==> src/rtl/adc_if_pkg.sv <==
package adc_if_pkg;

  localparam int CH_W = 3;
  localparam int NCH  = 1 << CH_W;

  typedef enum logic [1:0] {
    PM_FULL = 2'b00,
    PM_FAST = 2'b01,
    PM_INT  = 2'b10,
    PM_EXT  = 2'b11
  } pmode_e;

  typedef enum logic [1:0] {
    PS_ON   = 2'b00,
    PS_FAST = 2'b01,
    PS_OFF  = 2'b10
  } pstate_e;

  typedef enum logic [1:0] {
    PH_IDLE,
    PH_ACQ,
    PH_ANN,
    PH_CONV
  } phase_e;

  // field order equals the order of bits on the wire after the start bit
  typedef struct packed {
    logic [CH_W-1:0] chan;
    logic            unipolar;
    logic            single;
    pmode_e          pmode;
  } ctl_t;

endpackage

==> src/rtl/adc_if_edge.sv <==
module adc_if_edge #(
  parameter int SYNC_STAGES = 2
) (
  input  logic clk,
  input  logic rst_n,
  input  logic sclk,
  input  logic cs_n,
  output logic rise,
  output logic fall
);

  logic [SYNC_STAGES:0] sync_q, sync_d;

  always_comb begin
    sync_d = {sync_q[SYNC_STAGES-1:0], sclk};
  end

  always_ff @(posedge clk or negedge rst_n) begin
    if (!rst_n) sync_q <= '0;
    else        sync_q <= sync_d;
  end

  assign rise = ~cs_n &  sync_q[SYNC_STAGES-1] & ~sync_q[SYNC_STAGES];
  assign fall = ~cs_n & ~sync_q[SYNC_STAGES-1] &  sync_q[SYNC_STAGES];

endmodule

==> src/rtl/adc_if_parser.sv <==
module adc_if_parser
  import adc_if_pkg::*;
(
  input  logic clk,
  input  logic rst_n,
  input  logic cs_n,
  input  logic en,
  input  logic rise,
  input  logic din,
  output logic valid,
  output ctl_t word
);

  logic [2:0] cnt_q, cnt_d;
  logic [5:0] sr_q, sr_d;
  logic       valid_d;
  ctl_t       word_d;

  always_comb begin
    cnt_d   = cnt_q;
    sr_d    = sr_q;
    valid_d = 1'b0;
    word_d  = word;
    if (cs_n) begin
      cnt_d = '0;
    end else if (rise && en) begin
      if (cnt_q == 3'd0) begin
        if (din) cnt_d = 3'd1;
      end else if (cnt_q == 3'd7) begin
        valid_d = 1'b1;
        word_d  = ctl_t'({sr_q, din});
        cnt_d   = '0;
      end else begin
        sr_d  = {sr_q[4:0], din};
        cnt_d = cnt_q + 3'd1;
      end
    end
  end

  always_ff @(posedge clk or negedge rst_n) begin
    if (!rst_n) begin
      cnt_q <= '0;
      sr_q  <= '0;
      valid <= 1'b0;
      word  <= ctl_t'({3'd0, 1'b0, 1'b0, PM_INT});
    end else begin
      cnt_q <= cnt_d;
      sr_q  <= sr_d;
      valid <= valid_d;
      word  <= word_d;
    end
  end

  // a word completes only from a selected, enabled edge
  p_word_src_r10: assert property (@(posedge clk) disable iff (!rst_n)
    valid |-> $past(!cs_n && en));

endmodule

==> src/rtl/adc_if_seq.sv <==
module adc_if_seq
  import adc_if_pkg::*;
#(
  parameter int CONV_CYCLES = 400,
  parameter int ACQ_SCLKS   = 2
) (
  input  logic clk,
  input  logic rst_n,
  input  logic shdn_n,
  input  logic valid,
  input  ctl_t word,
  input  logic fall,
  output logic busy,
  output logic load,
  output logic strobe,
  output ctl_t cfg
);

  localparam int CMAX  = (CONV_CYCLES > ACQ_SCLKS) ? CONV_CYCLES : ACQ_SCLKS;
  localparam int CNT_W = $clog2(CMAX + 1);
  localparam logic [CNT_W-1:0] CONV_LAST = CNT_W'(CONV_CYCLES - 1);
  localparam logic [CNT_W-1:0] ACQ_LAST  = CNT_W'(ACQ_SCLKS - 1);

  phase_e           phase_q, phase_d;
  logic [CNT_W-1:0] cnt_q, cnt_d;
  logic             strobe_d, load_d;
  ctl_t             cfg_d;
  logic             go;

  assign go = valid && shdn_n;

  always_comb begin
    phase_d  = phase_q;
    cnt_d    = cnt_q;
    strobe_d = strobe;
    load_d   = 1'b0;
    cfg_d    = valid ? word : cfg;
    unique case (phase_q)
      PH_IDLE: begin
        if (go && word.pmode == PM_EXT) begin
          phase_d  = PH_ACQ;
          cnt_d    = '0;
          strobe_d = 1'b0;
        end else if (go && word.pmode == PM_INT) begin
          phase_d  = PH_CONV;
          cnt_d    = '0;
          strobe_d = 1'b0;
        end
      end
      PH_ACQ: begin
        if (fall) begin
          if (cnt_q == ACQ_LAST) begin
            phase_d  = PH_ANN;
            strobe_d = 1'b1;
          end else begin
            cnt_d = cnt_q + 1'b1;
          end
        end
      end
      PH_ANN: begin
        if (fall) begin
          phase_d  = PH_IDLE;
          strobe_d = 1'b0;
          load_d   = 1'b1;
        end
      end
      PH_CONV: begin
        if (cnt_q == CONV_LAST) begin
          phase_d  = PH_IDLE;
          strobe_d = 1'b1;
          load_d   = 1'b1;
        end else begin
          cnt_d = cnt_q + 1'b1;
        end
      end
      default: phase_d = PH_IDLE;
    endcase
    if (!shdn_n && phase_q != PH_IDLE) begin
      phase_d  = PH_IDLE;
      strobe_d = 1'b1;
      load_d   = 1'b0;
    end
  end

  always_ff @(posedge clk or negedge rst_n) begin
    if (!rst_n) begin
      phase_q <= PH_IDLE;
      cnt_q   <= '0;
      strobe  <= 1'b1;
      load    <= 1'b0;
      cfg     <= ctl_t'({3'd0, 1'b0, 1'b0, PM_INT});
    end else begin
      phase_q <= phase_d;
      cnt_q   <= cnt_d;
      strobe  <= strobe_d;
      load    <= load_d;
      cfg     <= cfg_d;
    end
  end

  assign busy = (phase_q != PH_IDLE);

  p_strobe_low_conv_r4: assert property (@(posedge clk) disable iff (!rst_n)
    phase_q == PH_CONV |-> !strobe);

  p_strobe_fell_start_r4: assert property (@(posedge clk) disable iff (!rst_n)
    $fell(strobe) |-> $past(valid) || $past(phase_q == PH_ANN));

  p_ann_then_load_r6: assert property (@(posedge clk) disable iff (!rst_n)
    phase_q == PH_ANN && fall && shdn_n |=> load);

  p_pd_no_conv_r7: assert property (@(posedge clk) disable iff (!rst_n)
    valid && !word.pmode[1] |=> phase_q == PH_IDLE);

  p_shdn_no_load_r8: assert property (@(posedge clk) disable iff (!rst_n)
    !shdn_n |=> !load);

  p_cfg_hold_r2: assert property (@(posedge clk) disable iff (!rst_n)
    !valid |=> $stable(cfg));

endmodule

==> src/rtl/adc_if_shift.sv <==
module adc_if_shift #(
  parameter int FRAME_W = 12
) (
  input  logic               clk,
  input  logic               rst_n,
  input  logic               load,
  input  logic [FRAME_W-1:0] frame,
  input  logic               fall,
  output logic               bit_o
);

  logic [FRAME_W-1:0] sh_q, sh_d;

  always_comb begin
    sh_d = sh_q;
    if (load)      sh_d = frame;
    else if (fall) sh_d = {sh_q[FRAME_W-2:0], 1'b0};
  end

  always_ff @(posedge clk or negedge rst_n) begin
    if (!rst_n) sh_q <= '0;
    else        sh_q <= sh_d;
  end

  assign bit_o = sh_q[FRAME_W-1];

  p_hold_r5: assert property (@(posedge clk) disable iff (!rst_n)
    !load && !fall |=> $stable(sh_q));

  p_zero_fill_r5: assert property (@(posedge clk) disable iff (!rst_n)
    fall && !load |=> !sh_q[0]);

endmodule

==> src/rtl/adc_serial_if.sv <==
module adc_serial_if
  import adc_if_pkg::*;
#(
  parameter int RES_W       = 10,
  parameter int SUB_W       = 2,
  parameter int CONV_CYCLES = 400,
  parameter int ACQ_SCLKS   = 2,
  parameter int SYNC_STAGES = 2
) (
  input  logic                           clk,
  input  logic                           arst_n,
  input  logic                           sclk,
  input  logic                           cs_n,
  input  logic                           din,
  input  logic                           shdn_n,
  input  logic [NCH*(RES_W+SUB_W)-1:0]   sample_i,
  output logic                           dout,
  output logic                           dout_oe,
  output logic                           strobe,
  output logic [1:0]                     pwr_state,
  output logic [CH_W-1:0]                chan_o,
  output logic                           unipolar_o,
  output logic                           single_o
);

  localparam int FRAME_W = RES_W + SUB_W;

  logic [1:0] rst_sync_q;
  logic       rst_n;

  always_ff @(posedge clk or negedge arst_n) begin
    if (!arst_n) rst_sync_q <= '0;
    else         rst_sync_q <= {rst_sync_q[0], 1'b1};
  end
  assign rst_n = rst_sync_q[1];

  logic [FRAME_W-1:0] smp [NCH];
  for (genvar g = 0; g < NCH; g++) begin : g_unpack
    assign smp[g] = sample_i[g*FRAME_W +: FRAME_W];
  end

  logic rise, fall, valid, busy, load;
  ctl_t word, cfg;

  adc_if_edge #(.SYNC_STAGES(SYNC_STAGES)) u_edge (
    .clk(clk), .rst_n(rst_n), .sclk(sclk), .cs_n(cs_n),
    .rise(rise), .fall(fall));

  adc_if_parser u_parser (
    .clk(clk), .rst_n(rst_n), .cs_n(cs_n), .en(!busy), .rise(rise),
    .din(din), .valid(valid), .word(word));

  adc_if_seq #(.CONV_CYCLES(CONV_CYCLES), .ACQ_SCLKS(ACQ_SCLKS)) u_seq (
    .clk(clk), .rst_n(rst_n), .shdn_n(shdn_n), .valid(valid), .word(word),
    .fall(fall), .busy(busy), .load(load), .strobe(strobe), .cfg(cfg));

  adc_if_shift #(.FRAME_W(FRAME_W)) u_shift (
    .clk(clk), .rst_n(rst_n), .load(load), .frame(smp[cfg.chan]),
    .fall(fall), .bit_o(dout));

  always_comb begin
    if (!shdn_n) begin
      pwr_state = PS_OFF;
    end else begin
      unique case (cfg.pmode)
        PM_FULL: pwr_state = PS_OFF;
        PM_FAST: pwr_state = PS_FAST;
        default: pwr_state = PS_ON;
      endcase
    end
  end

  assign dout_oe    = ~cs_n;
  assign chan_o     = cfg.chan;
  assign unipolar_o = cfg.unipolar;
  assign single_o   = cfg.single;

  p_oe_strobe_reset_r1: assert property (@(posedge clk) disable iff (!rst_n)
    $rose(rst_n) |-> strobe);

endmodule

==> config.mk <==
export PLATFORM = sky130hd
export DESIGN_NAME = adc_serial_if
export DESIGN_NICKNAME = d
export VERILOG_FILES = /design/src/rtl/adc_if_pkg.sv /design/src/rtl/adc_if_edge.sv /design/src/rtl/adc_if_parser.sv /design/src/rtl/adc_if_seq.sv /design/src/rtl/adc_if_shift.sv /design/src/rtl/adc_serial_if.sv
export SDC_FILE = /design/constraint.sdc
export NUM_CORES = 1
export LEC_CHECK = 0
export BUFFER_PORTS_ARGS = -buffer_cell sky130_fd_sc_hd__buf_2
export CAP_MARGIN = 10
export CELL_PAD_IN_SITES_DETAIL_PLACEMENT = 1
export CELL_PAD_IN_SITES_GLOBAL_PLACEMENT = 1
export CORE_MARGIN = 1.5
export CORE_UTILIZATION = 39
export CTS_CLUSTER_SIZE = 20
export DETAILED_ROUTE_END_ITERATION = 16
export PLACE_DENSITY = 0.77
export SETUP_SLACK_MARGIN = 0.4
export SLEW_MARGIN = 20
export SYNTH_ARGS = -nofsm -noshare
export SYNTH_HDL_FRONTEND = slang
export SYNTH_SLANG_ARGS = --single-unit
==> constraint.sdc <==
create_clock -name clk -period 2.3 [get_ports clk]
set_clock_uncertainty 0.05 [all_clocks]
set_input_delay 0.345 -clock clk [delete_from_list [all_inputs] [get_ports clk]]
set_output_delay 0.345 -clock clk [all_outputs]
set_load 0.01 [all_outputs]
==> results of run 1 <==
## routing by layer
layer  up-vias  track usage (%)  share of wire [%]
met5         -                0                  0
met4         0             6.97                2.4
met3        25             5.07                3.5
met2        64             37.9                 56
met1      1438             26.5                 38
li1       1262                -                  -
## state kept, by name (all words and copies together), names as in the netlist
signal,count
u_parser.valid,1
u_seq.strobe,1
u_parser.sr_q,6
u_edge.sync_q,3
u_parser.cnt_q,3
u_shift.sh_q,12
u_seq.phase_q,2
rst_sync_q,2
u_seq.cnt_q,9
u_parser.word,7
u_seq.load,1
u_seq.cfg,7
## area by class of cell
type                            instances  share of cell area [%]
Clock buffer                            6                    1.73
Multi-Input combinational cell        186                    44.2
Sequential cell                        54                    32.4
Timing Repair Buffer                  130                    17.3
Tap cell                              105                    3.13
Inverter                               10                   0.893
Clock inverter                          2                   0.387
## power by group
group / total, mW / switching, mW / internal [mW]
registers: 1.07 / 0.0473 / 1.02
logic: 0.323 / 0.139 / 0.185
clock network: 0.547 / 0.328 / 0.220
## critical path, cell delays in order (launching register included)
cell	delay [ns]
sky130_fd_sc_hd__dfrtp_1	0.41
sky130_fd_sc_hd__inv_2	0.09
sky130_fd_sc_hd__ha_4	0.12
sky130_fd_sc_hd__or4b_4	0.49
sky130_fd_sc_hd__o211ai_4	0.27
sky130_fd_sc_hd__a2111oi_1	0.16
sky130_fd_sc_hd__a211o_1	0.29
## Yosys cell counts (2+ instances only)
cell type / count / area share (%)
sky130_fd_sc_hd__a2111oi_0: 2 / 0.53
sky130_fd_sc_hd__a211o_1: 2 / 0.53
sky130_fd_sc_hd__a211oi_1: 11 / 2.5
sky130_fd_sc_hd__a21oi_1: 15 / 2.3
sky130_fd_sc_hd__a31oi_1: 3 / 0.57
sky130_fd_sc_hd__and2_1: 3 / 0.57
sky130_fd_sc_hd__and3_1: 5 / 0.95
sky130_fd_sc_hd__and4_1: 2 / 0.53
sky130_fd_sc_hd__buf_1: 2 / 0.23
sky130_fd_sc_hd__buf_2: 6 / 0.91
sky130_fd_sc_hd__buf_4: 5 / 1.1
sky130_fd_sc_hd__clkbuf_1: 8 / 0.91
sky130_fd_sc_hd__dfrtp_1: 51 / 39
sky130_fd_sc_hd__dfstp_2: 3 / 2.4
sky130_fd_sc_hd__ha_1: 5 / 1.9
sky130_fd_sc_hd__inv_1: 10 / 1.1
sky130_fd_sc_hd__mux2_2: 21 / 7.2
sky130_fd_sc_hd__mux2i_1: 14 / 4.2
sky130_fd_sc_hd__mux4_2: 24 / 16
sky130_fd_sc_hd__nand2_1: 10 / 1.1
sky130_fd_sc_hd__nand2b_1: 8 / 1.5
sky130_fd_sc_hd__nand3_1: 8 / 1.2
sky130_fd_sc_hd__nand4_1: 3 / 0.57
sky130_fd_sc_hd__nor2_1: 3 / 0.34
sky130_fd_sc_hd__nor2b_1: 13 / 2.5
sky130_fd_sc_hd__nor3_1: 3 / 0.45
sky130_fd_sc_hd__o21ai_0: 7 / 1.1
sky130_fd_sc_hd__o22a_1: 2 / 0.53
sky130_fd_sc_hd__o311ai_1: 3 / 0.80
## what timing repair did
action	in CTS	in global routing
gates resized for setup	9	11
gates cloned	0	0
endpoints found under the hold margin	2	0
pin swaps	2	4
hold buffers	1	0
setup endpoints to repair	11	28
setup buffers	7	3
## placed cells by master (no fill, tap or decap), types with 3 or more instances in the layout
cell type | synthesis | final
sky130_fd_sc_hd__a211oi_1 | 11 | 11
sky130_fd_sc_hd__mux2_2 | 21 | 21
sky130_fd_sc_hd__nand3_1 | 8 | 8
sky130_fd_sc_hd__ha_1 | 5 | 4
sky130_fd_sc_hd__buf_2 | 6 | 111
sky130_fd_sc_hd__dfstp_2 | 3 | 3
sky130_fd_sc_hd__o21ai_0 | 7 | 6
sky130_fd_sc_hd__nand2b_1 | 8 | 8
sky130_fd_sc_hd__buf_4 | 5 | 16
sky130_fd_sc_hd__dfrtp_1 | 51 | 47
sky130_fd_sc_hd__nor2b_1 | 13 | 13
sky130_fd_sc_hd__nor3_1 | 3 | 3
sky130_fd_sc_hd__a31oi_1 | 3 | 3
sky130_fd_sc_hd__mux4_2 | 24 | 24
sky130_fd_sc_hd__and3_1 | 5 | 4
sky130_fd_sc_hd__dfrtp_2 | 0 | 4
sky130_fd_sc_hd__mux2i_1 | 14 | 14
sky130_fd_sc_hd__nor2_1 | 3 | 3
sky130_fd_sc_hd__clkbuf_8 | 0 | 5
sky130_fd_sc_hd__nand4_1 | 3 | 3
sky130_fd_sc_hd__a21oi_1 | 15 | 15
sky130_fd_sc_hd__inv_1 | 10 | 9
sky130_fd_sc_hd__nand2_1 | 10 | 8
## logic make-up (layout without fill, tap and decap cells)
group                    after synthesis  in the layout  synth area share, %
AO/OA/AOI/OAI                         55             55                 11.9
AND/OR/NAND/NOR                       66             66                 12.6
multiplexers                          59             59                 27.8
adder cells (fa/ha/maj)                5              5                 1.90
flip-flops                            54             54                 41.1
buffers and inverters                 32            148                 4.66
other                                  1              1                0.114
## final timing paths
| check | start | end | cells after the start |
|---|---|---|---|
| setup / recovery | u_seq.cnt_q[1] | u_seq.cnt_q[7] | 6 |
| hold / removal | sclk | u_edge.sync_q[0] | 1 |
| setup reg to reg | u_seq.cnt_q[1] | u_seq.cnt_q[7] | 6 |
| hold reg to reg | rst_sync_q[1] | u_seq.cfg[5] | 0 |
| max in group asynchronous | rst_sync_q[1] | u_seq.strobe | 1 |
| min in group asynchronous | rst_sync_q[1] | u_seq.cfg[5] | 0 |
==> out/summary.md, run 1 <==
• Post-synth ARST share: 100%
• Placed Cells: 474
• Seq cells post-synth: 54
• Fill cells: 905
• peak supply drop: 351 µV
• combined area of the multi-input logic cells: 1860 µm²
• synthesis warning total: 0
• sequential-to-total area share from yosys stat: 41.1%
• CTS Root Buffer Type: sky130_fd_sc_hd__clkbuf_8
• wire length of the first global-routing pass: 14.9 mm
• worst-margin pin slew: 0.724 ns
• number of detailed-routing iterations run before antenna repair: 4
• class of the worst hold path: primary input to flip-flop
• CTS sink count: 54
• share of the clock period used by the worst path: 86.1%
• area of the core: 8220 µm²
• total overflow reported by the global router: 0
• Post-Synthesis Mean Instance Area: 12.1 µm²
• Overall Global Routing Usage: 21.8%
• standard-cell row count: 33
• fmax: 505 MHz
• cell area after placement: 3960 µm²
• Post-Syn Nets: 379
• Syn Inst Count: 272
• synthesis-to-layout area growth: 27.4%
• number of ports placed on the die boundary: 112
• class of the most critical setup path: flip-flop to flip-flop
• synthesized cell area: 3300 µm²
• DR vias: 2789
• least setup slack across all paths after layout: 0.319 ns
• Worst Hold Margin: 0.0759 ns
• CTS H-Tree Depth: 2
• I/O Buffers: 111
• number of non-filler instances in the completed layout: 493
• DRT Wirelength: 9.89 mm
• number of enable flip-flop cells after synthesis: 0
• power density of the placed cells: 461 nW/µm²
• Final Hold Vio Count: 0
• status: finished clean
• Finished Core Util: 51.1%
• worst max-slew margin expressed relative to the limit: 51.7%
• Residual DRC: 0
• starting utilization of the core area: 40.2%
• setup slack at placement: 0.143 ns
• area enclosed by the die boundary: 9020 µm²
• Reg area: 1360 µm²
• Final Cell Area: 4200 µm²
• share of post-route cells with drive strength above 1: 52.8%
• CTS tree: yes
• critical path fanouts, max: 7
• Diodes inserted: 0
• CP startpoint kind: flip-flop
• number of global-route vias before repair: 2989
• antenna violations before repair: 0
• maximum number of pins on one net before global-route repair: 32
• Design Power: 1.94 mW
• # Max-Cap Violations: 0
• clk_lat worst skew: 0.31 ns
• max-slew violation count: 0
• DRT antenna net count: 0
• setup repair after global routing missed its margin: true
• Total Negative Setup Slacks: 0 ns
• leakage: 1.97 nW
• synth unique cells: 49
• CTS max path bufs: 2
• main flop type after synthesis: sky130_fd_sc_hd__dfrtp_1
• DPL Wire Length: 7.19 mm
• clock transition time at the flip-flop clock pins of the worst setup and hold paths: 0.10 ns
• starting DRC count in detailed routing: 111
• CTS buffer count: 5
• Routability Congestion: 0.872
• clock period minus final worst setup slack: 1.98 ns
• wire per inst: 20.1 µm
• worst setup slack for register-to-register paths: 0.32 ns
• Net count, final: 494
• floorplan die height: 95.0 µm
• critical path endpoint category: flip-flop
• Finish-stage setup viols: 0
• data arrival time of the critical path: 2.14 ns
• drt via density: 5.66
• CP Data Required Time: 2.45 ns
• die boundary width: 95.0 µm
Note: power is estimated with default switching activity, not from simulation.
==> run 2: changes to the inputs <==
Settings changed: CORE_ASPECT_RATIO set to 1.2, CORE_UTILIZATION 39 to 36, CTS_BUF_LIST set to sky130_fd_sc_hd__clkbuf_8, PLACE_DENSITY 0.77 to 0.75.
Clock period 2.3 ns to 1.65 ns, I/O delays scaled along.
==> out/summary.md, run 2 (synthesized netlist as in run 1, its figures left out) <==
• status: finished with violations, was finished clean
• failing checks: negative setup slack
• number of non-filler instances in the completed layout: 551, was 493
• CTS Root Buffer Type: sky130_fd_sc_hd__clkbuf_8, unchanged
• maximum number of pins on one net before global-route repair: 53, was 32
• worst max-slew margin expressed relative to the limit: 46.0%, was 51.7%
• Finished Core Util: 56.0%, was 51.1%
• Overall Global Routing Usage: 23.5%, was 21.8%
• die boundary width: 90.4 µm, was 95.0 µm
• Routability Congestion: 0.764, was 0.872
• DRT Wirelength: 11.4 mm, was 9.89 mm
• peak supply drop: 417 µV, was 351 µV
• synthesis-to-layout area growth: 52.4%, was 27.4%
• Fill cells: 944, was 905
• Net Sw Power: 0.783 mW, was 0.514 mW
• least setup slack across all paths after layout: -0.274 ns, was 0.319 ns
• CTS H-Tree Depth: 2, unchanged
• register with the highest flop count: u_shift.sh_q, unchanged
• most common library cell in the layout ignoring fill and taps: sky130_fd_sc_hd__buf_2, unchanged
• number of detailed-routing iterations run before antenna repair: 4, unchanged
• share of the clock period used by the worst path: 117%, was 86.1%
• DRT antenna net count: 0, unchanged
• share of post-route cells with drive strength above 1: 63.1%, was 52.8%
• biggest registers after layout: u_shift.sh_q x12, u_seq.cnt_q x9, unchanged
• wire length of the first global-routing pass: 17.9 mm, was 14.9 mm
• area of the core: 8990 µm², was 8220 µm²
• setup slack at placement: -0.273 ns, was 0.143 ns
• data arrival time of the critical path: 2.08 ns, was 2.14 ns
• CTS buffer count: 5, unchanged
• Final Hold Vio Count: 0, unchanged
• most frequent cells in the layout: sky130_fd_sc_hd__buf_2, sky130_fd_sc_hd__dfrtp_1, sky130_fd_sc_hd__buf_4, was sky130_fd_sc_hd__buf_2, sky130_fd_sc_hd__dfrtp_1, sky130_fd_sc_hd__mux4_2
• wire per inst: 20.7 µm, was 20.1 µm
• CP Data Required Time: 1.81 ns, was 2.45 ns
• clock period minus final worst setup slack: 1.92 ns, was 1.98 ns
• clock transition time at the flip-flop clock pins of the worst setup and hold paths: 0.10 ns, about the same
• I/O Buffers: 111, unchanged
• depth of the most critical reg-to-reg path: 7, was 6
• met2 wirelength from detailed routing: 6.50 mm, was 5.52 mm
• standard-cell row count: 38, was 33
• Worst Hold Margin: 0.177 ns, was 0.0759 ns
• worst-margin pin slew: 0.810 ns, was 0.724 ns
• crit-path leading delay family: compound AO/OA/AOI/OAI gates, unchanged
• CP startpoint kind: flip-flop, unchanged
• CTS sink count: 54, unchanged
• sequential group share of total power: 52.4%, was 55.1%
• critical path fanouts, max: 5, was 7
• number of ports placed on the die boundary: 112, unchanged
• Residual DRC: 0, unchanged
• Net count, final: 537, was 494
• clk_lat worst skew: 0.33 ns, was 0.31 ns
• metal1 wirelength: 4.30 mm, was 3.79 mm
• starting DRC count in detailed routing: 206, was 111
• area enclosed by the die boundary: 9750 µm², was 9020 µm²
• launch point of the worst path: u_seq.cnt_q[1], unchanged
• slowest CP cell: sky130_fd_sc_hd__or4b_4, unchanged
• Finish-stage setup viols: 23, was 0
• Detail Route met3 WL: 351 µm, was 348 µm
• drt via density: 5.44, was 5.66
• floorplan die height: 108 µm, was 95.0 µm
• total overflow reported by the global router: 0, unchanged
• power density of the placed cells: 562 nW/µm², was 461 nW/µm²
• Critical path buffers and inverters: 2, was 1
• critical path depth in cells: 7, was 6
• Power Internal: 2.04 mW, was 1.42 mW
• DR vias: 3000, was 2789
• # Max-Cap Violations: 0, unchanged
• CP peak stage delay: 0.48 ns, was 0.49 ns
• Reg area: 1360 µm², about the same
• CTS tree: yes, unchanged
• CTS max path bufs: 2, unchanged
• highest metal used: met4, unchanged
• sw frac: 27.7%, was 26.5%
• class of the most critical setup path: flip-flop to flip-flop, unchanged
• fmax: 520 MHz, was 505 MHz
• DPL Wire Length: 7.38 mm, was 7.19 mm
• origin of the critical flop-to-flop path: u_seq.cnt_q[1], unchanged
• max FFs per register: 12, unchanged
• class of the worst hold path: primary input to async pin, was primary input to flip-flop
• critical path, cell by cell: inv_2, ha_4, or4b_4, o211ai_4, buf_4, a21oi_1, o22a_1, was inv_2, ha_4, or4b_4, o211ai_4, a2111oi_1, a211o_1
• setup repair after global routing missed its margin: true, unchanged
• starting utilization of the core area: 36.7%, was 40.2%
• number of global-route vias before repair: 3309, was 2989
• max-slew violation count: 0, unchanged
• Diodes inserted: 0, unchanged
• combined area of the multi-input logic cells: 2080 µm², was 1860 µm²
• Placed Cells: 519, was 474
• relative contribution of combinational cells to total power: 18.8%, was 16.7%
• leakage: 2.33 nW, was 1.97 nW
• antenna violations before repair: 0, unchanged
• clock network power share: 28.8%, was 28.2%
• critical path endpoint category: flip-flop, unchanged
run 2: changes by cell type in the layout (fill, tap and decap cells not counted), sizes merged:
cell / change
buf: +40
clkbuf: -1
dlygate4sd3: +1
clkinv: +2
bufbuf: +2
clkinvlp: -1
run 2: layout make-up:
type / instances / area share, %
clock buffers: 5 / 1.37
inverters: 10 / 0.746
repair buffers: 173 / 25.9
multi-input cells: 186 / 41.3
clock inverters: 3 / 0.572
well taps: 120 / 2.99
flip-flops and latches: 54 / 27.1
run 2: stage by stage:
stage	TNS, ns	total power [mW]	cell area, µm²
finish	-3.20	2.82	5030
CTS	-3.24	2.81	4950
global route	-4.77	2.97	5030
global placement	-1.75	1.95	4360
detailed placement	-2.89	1.97	4360
floorplan	-1.88	1.75	3500
run 2: repair_timing:
action	in CTS	in global routing
setup endpoints to repair	48	48
hold endpoints to repair	3	0
resized for setup	47	12
hold buffers	2	0
gates cloned	6	0
setup buffers	12	4
pin swaps	13	4
run 2: layer usage:
layer / vias to the layer above / global-route usage, %
met5: - / 0
li1: 1358 / -
met4: 0 / 7.82
met1: 1550 / 27.8
met2: 73 / 43.2
met3: 19 / 3.81
run 2: worst register-to-register path: cells and delay by family, from the launching register on:
kind / cells / cell delay (ns)
AOI/OAI and AO/OA: 3 / 0.49
adders and majority gates: 1 / 0.12
buffers and inverters: 2 / 0.25
DFF: 1 / 0.42
and+or+nand+nor: 1 / 0.48
run 2: power groups by stage:
| stage | Sequential, mW | Combinational [mW] | Clock (mW) |
|---|---|---|---|
| after detailed placement | 1.50 | 0.475 | 0 |
| after floorplan | 1.51 | 0.240 | 0 |
| final | 1.48 | 0.531 | 0.813 |
| after global routing | 1.49 | 0.585 | 0.892 |
| after CTS | 1.48 | 0.511 | 0.822 |
| after global placement | 1.49 | 0.456 | 0 |
run 2: final timing paths:
check                      slack (ns)                to
min in group clk                 0.18  u_parser.word[0]
max in group asynchronous        1.05  u_parser.word[1]
setup reg to reg                -0.27    u_seq.cnt_q[3]
setup / recovery                -0.27    u_seq.cnt_q[3]
hold / removal                   0.18     rst_sync_q[1]
hold reg to reg                  0.19  u_parser.sr_q[1]
